$ cat src/rtl/wdg_pkg.sv
package wdg_pkg;

  typedef enum logic [1:0] {
    WDG_SEL_SHORT  = 2'b00,
    WDG_SEL_MEDIUM = 2'b01,
    WDG_SEL_LONG   = 2'b10,
    WDG_SEL_LONG2  = 2'b11
  } wdg_sel_e;

  // Limit in ticks for a select code; the spare code maps to the long period.
  function automatic int unsigned wdg_limit(input wdg_sel_e sel,
                                            input int unsigned short_ms,
                                            input int unsigned medium_ms,
                                            input int unsigned long_ms);
    case (sel)
      WDG_SEL_SHORT:  return short_ms;
      WDG_SEL_MEDIUM: return medium_ms;
      default:        return long_ms;
    endcase
  endfunction

endpackage

$ cat src/rtl/wdg_strobe_edge.sv
module wdg_strobe_edge #(
  parameter int SYNC_STAGES = 2
) (
  input  logic clk,
  input  logic rst_n,
  input  logic strobe_i,
  output logic fall_o
);

  logic [SYNC_STAGES-1:0] sync_q;
  logic                   prev_q;

  // Reset to the idle-high level so release of reset yields no edge.
  always_ff @(posedge clk or negedge rst_n) begin
    if (!rst_n) begin
      sync_q <= '1;
      prev_q <= 1'b1;
    end else begin
      sync_q <= {sync_q[SYNC_STAGES-2:0], strobe_i};
      prev_q <= sync_q[SYNC_STAGES-1];
    end
  end

  assign fall_o = prev_q & ~sync_q[SYNC_STAGES-1];

endmodule

$ cat src/rtl/wdg_timer.sv
module wdg_timer
  import wdg_pkg::*;
#(
  parameter int unsigned SHORT_MS  = 150,
  parameter int unsigned MEDIUM_MS = 600,
  parameter int unsigned LONG_MS   = 1200
) (
  input  logic       clk,
  input  logic       rst_n,
  input  logic       run_i,
  input  logic       clear_i,
  input  logic       tick_i,
  input  logic [1:0] sel_i,
  output logic       expire_o
);

  localparam int unsigned MAX_MS = (LONG_MS > MEDIUM_MS) ?
                                   ((LONG_MS > SHORT_MS) ? LONG_MS : SHORT_MS) :
                                   ((MEDIUM_MS > SHORT_MS) ? MEDIUM_MS : SHORT_MS);
  localparam int CNT_W = $clog2(MAX_MS + 1);

  logic [CNT_W-1:0] cnt_q;
  logic [CNT_W-1:0] limit;
  logic [CNT_W-1:0] cnt_inc;
  logic             hit;

  assign limit   = CNT_W'(wdg_limit(wdg_sel_e'(sel_i), SHORT_MS, MEDIUM_MS, LONG_MS));
  assign cnt_inc = cnt_q + 1'b1;
  assign hit     = (cnt_inc >= limit);

  always_ff @(posedge clk or negedge rst_n) begin
    if (!rst_n) begin
      cnt_q    <= '0;
      expire_o <= 1'b0;
    end else if (!run_i || clear_i) begin
      cnt_q    <= '0;
      expire_o <= 1'b0;
    end else if (tick_i) begin
      cnt_q    <= hit ? '0 : cnt_inc;
      expire_o <= hit;
    end else begin
      expire_o <= 1'b0;
    end
  end

endmodule

$ cat src/rtl/strobe_watchdog.sv
module strobe_watchdog #(
  parameter int unsigned SHORT_MS    = 150,
  parameter int unsigned MEDIUM_MS   = 600,
  parameter int unsigned LONG_MS     = 1200,
  parameter int          SYNC_STAGES = 2
) (
  input  logic       clk,
  input  logic       rst_n,
  input  logic       strobe_i,
  input  logic [1:0] tmo_sel_i,
  input  logic       rst_inactive_i,
  input  logic       tick_1ms_i,
  output logic       tmo_req_o
);

  logic fall_w;

  wdg_strobe_edge #(.SYNC_STAGES(SYNC_STAGES)) u_edge (
    .clk      (clk),
    .rst_n    (rst_n),
    .strobe_i (strobe_i),
    .fall_o   (fall_w)
  );

  wdg_timer #(
    .SHORT_MS  (SHORT_MS),
    .MEDIUM_MS (MEDIUM_MS),
    .LONG_MS   (LONG_MS)
  ) u_timer (
    .clk      (clk),
    .rst_n    (rst_n),
    .run_i    (rst_inactive_i),
    .clear_i  (fall_w),
    .tick_i   (tick_1ms_i),
    .sel_i    (tmo_sel_i),
    .expire_o (tmo_req_o)
  );

endmodule

$ cat config.mk
export PLATFORM = sky130hd
export DESIGN_NAME = strobe_watchdog
export DESIGN_NICKNAME = d
export VERILOG_FILES = /design/src/rtl/wdg_pkg.sv /design/src/rtl/wdg_strobe_edge.sv /design/src/rtl/wdg_timer.sv /design/src/rtl/strobe_watchdog.sv
export SDC_FILE = /design/constraint.sdc
export NUM_CORES = 1
export LEC_CHECK = 0
export ABC_AREA = 1
export BUFFER_PORTS_ARGS = -buffer_cell sky130_fd_sc_hd__buf_4
export CORE_ASPECT_RATIO = 0.9
export CORE_MARGIN = 2
export CORE_UTILIZATION = 42
export DETAILED_ROUTE_END_ITERATION = 12
export PLACE_DENSITY_LB_ADDON = 0.25
export SLEW_MARGIN = 20
export SYNTH_ARGS = -nofsm -noshare
export SYNTH_HDL_FRONTEND = slang
export SYNTH_SLANG_ARGS = --single-unit
$ cat constraint.sdc
create_clock -name clk -period 2.7 [get_ports clk]
set_clock_uncertainty 0.15 [all_clocks]
set_input_delay 0.135 -clock clk [delete_from_list [all_inputs] [get_ports clk]]
set_output_delay 0.135 -clock clk [all_outputs]
set_load 0.03 [all_outputs]
==> flow_metrics.py <==
metrics = {
    "hold_path": {
        "min_path_type": "in2async",
    },
    "power_and_ir_drop": {
        "p_seq_share_pct": 58.4,
        "pwr-share-clk_pct": 30.0,
        "power.internal_mw": 0.307,
        "finalPower_mw": 0.398,
        "power_density_mw_per_mm2": 275,
        "p_sw_mw": 0.0911,
        "pwr-share-comb_pct": 11.6,
        "leakagePower_nw": 0.736,
        "peakVddDrop_uv": 249,
        "p_sw_share_pct": 22.9,
    },
    "detailed_routing": {
        "routedWlPerCell_um": 10.5,
        "first_iter_violations": 39,
        "drc": 0,
        "wirelength_um": 2400,
        "dr.pass1.iters": 4,
        "vias": 1102,
        "postRouteAntennaNets": 0,
        "vias_per_cell": 4.83,
    },
    "sta": {
        "fin_ws_ns": 0.170,
        "worst-slew-pin-transition_ns": 0.679,
        "maxSlewHeadroom_pct": 54.6,
        "period_share_pct": 93.7,
        "finalHoldViolCount": 0,
        "timing.fmax_ghz": 0.395,
        "slew_violations": 0,
        "fin_hold_ws_ns": 0.0941,
        "setup_violations": 0,
        "finalCriticalPeriod_ns": 2.53,
    },
    "synth": {
        "synth_top_area_share_pct": 25.0,
        "synth_cell_type_count": 19,
        "synth_area_sq_mm": 0.00120,
        "syn_area_per_cell_sq_um": 6.98,
        "synthTopCellsByCount": "50 x nand2_1, 29 x inv_1, 19 x nor2_1, 15 x nand3_1, 12 x dfrtp_1",
        "synth-seq-cells": 15,
        "dominantRegCellSynth": "dfrtp_1",
        "netlist_instances": 172,
        "synth_warnings": 0,
        "yosysTopAreaCell": "dfrtp_1",
        "synth_edf_count": 0,
        "ys_top_cells_by_area": "dfrtp_1 25%, nand2_1 16%, ha_1 9.4%",
        "ys_seq_area_share_pct": 31.6,
        "synthArstFlopShare_pct": 100,
        "syn_nets": 188,
        "synth_most_common_cell": "nand2_1",
    },
    "finish": {
        "diodes": 0,
        "multi_input_area_sq_um": 738,
        "seqCellArea_sq_um": 380,
        "fin_util_pct": 53.0,
        "area_growth_pct": 20.3,
        "nNetsFinal": 205,
        "fin_cells": 228,
        "drive_above_1_share_pct": 27.1,
        "nFillCells": 257,
    },
    "setup_path": {
        "crit_fanout": 6,
        "cp.required_ns": 2.72,
        "crit_type": "reg2reg",
        "r2r-end": "u_timer.cnt_q[8]$_DFFE_PN0P_",
        "cp.arrival_ns": 2.55,
        "crit_start": "u_timer.cnt_q[1]$_DFFE_PN0P_",
        "reg2reg_depth": 16,
        "worst_setup_path_end_kind": "flip-flop",
        "reg2reg_slack_ns": 0.17,
        "start_kind": "flip-flop",
        "reg2reg_from": "u_timer.cnt_q[1]$_DFFE_PN0P_",
    },
    "global_route": {
        "grt-ovfl-total": 0,
        "grt_pass1_vias": 909,
        "antenna_found_initial": 0,
        "grt_pass1_wl_um": 3790,
        "globalRouteTotalUtil_pct": 15.6,
        "grt_max_degree": 16,
    },
    "floorplanning": {
        "die-area_sq_mm": 0.00330,
        "num_rows": 18,
        "core_sq_mm": 0.00273,
        "die_w_um": 60.4,
        "start_util_pct": 44.1,
        "pin_count": 8,
        "die_height_um": 54.7,
    },
    "placement": {
        "dp.cells": 217,
        "dp_hpwl_um": 1830,
        "dp_slack_ns": -0.0955,
        "gp_congestion": 0.844,
        "numPortBuffers": 7,
    },
    "clock_network": {
        "clk_pin_slew_ns": 0.08,
        "root_buffer": "clkbuf_4",
        "cts_buffer_depth": 2,
        "htree_num_levels": 1,
        "cts_buffers": 3,
        "cts_tree": "yes",
        "clk_latency_ns": 0.27,
        "clock_sinks": 15,
    },
    "job": {
        "max_cap_viol_count": 0,
    },
    "status": {
        "status": "completed",
    },
}
## final cells by class
class	instances	area share, %
Inverter	29	7.79
Timing Repair Buffer	15	9.00
Timing Repair inverter	1	0.519
Clock buffer	4	1.82
Sequential cell	15	26.3
Multi-Input combinational cell	124	51.1
Tap cell	40	3.46
## layout by cell type, fill, tap and decap left out, types with 2 or more instances in the layout
cell	Yosys	layout
inv_1	29	26
dfstp_2	3	3
dlygate4sd3_1	0	2
nor2_2	2	2
nand2_1	50	47
dfrtp_1	12	11
a21oi_1	4	4
nand2_2	5	8
clkinvlp_4	0	2
nor2_4	2	3
nor2_1	19	18
ha_1	9	7
buf_4	0	12
nand4_1	4	4
nand3_2	9	10
inv_2	0	2
clkbuf_4	0	3
nand3_1	15	13
## critical path, stage by stage, from the launching register on
cell,delay [ns]
dfrtp_1,0.38
ha_2,0.20
nand2_2,0.07
nor2_4,0.14
nand3_4,0.09
xor2_2,0.17
inv_1,0.07
ha_1,0.29
nand2_1,0.07
nor2_1,0.09
nand3_1,0.08
nand2_1,0.07
nand3_1,0.07
nand2_2,0.14
clkinvlp_4,0.19
nand3_1,0.11
nand2_1,0.05
## metrics by stage
step	cell area, sq um	setup TNS [ns]
floorplan	1200	0
global placement	1290	-0.0785
detailed placement	1290	-0.838
CTS	1340	0
global route	1450	-0.179
finish	1450	0
## cells by family after synthesis
| group | Yosys count | synth area share (%) |
|---|---|---|
| flops | 15 | 31.6 |
| simple gates | 108 | 44.0 |
| buf+inv | 33 | 11.6 |
| xor+xnor | 2 | 1.46 |
| fa+ha+maj | 9 | 9.38 |
| compound gates | 5 | 2.08 |
## layer usage
layer | vias up | track usage (%) | part of all wire (%)
met5 | - | 0 | 0
met4 | 0 | 7.78 | 1.4
met3 | 4 | 1.42 | 2.7
met2 | 21 | 26.3 | 49
met1 | 510 | 20.1 | 47
li1 | 567 | - | -
## worst max path at each step
stage,endpoint
after floorplan,u_timer.cnt_q[2]$_DFFE_PN0P_
after global placement,u_timer.cnt_q[10]$_DFFE_PN0P_
after detailed placement,u_timer.cnt_q[8]$_DFFE_PN0P_
after CTS,u_timer.cnt_q[8]$_DFFE_PN0P_
after global routing,u_timer.cnt_q[6]$_DFFE_PN0P_
final,u_timer.cnt_q[8]$_DFFE_PN0P_
## flip-flops by register name (all words and copies together) (netlist names)
register / count
u_edge.prev_q: 1
u_edge.sync_q: 2
u_timer.cnt_q: 11
u_timer.expire_o: 1
## power by group through the flow
stage          clock (mW)  combinational, mW  sequential (mW)
2_1_floorplan           0             0.0238            0.237
4_1_cts             0.129             0.0453            0.232
3_3_place_gp            0             0.0416            0.236
5_1_grt             0.140             0.0532            0.233
3_5_place_dp            0             0.0429            0.237
6_report            0.119             0.0461            0.232
## what timing repair did
action | CTS | global route
endpoints found under the setup margin | 12 | 12
pin swaps | 0 | 5
buffers inserted | 0 | 8
cloned | 0 | 1
endpoints found under the hold margin | 16 | 0
resized for setup | 1 | 15
hold buffers | 2 | 0
Power figures use the tool's default switching activity.
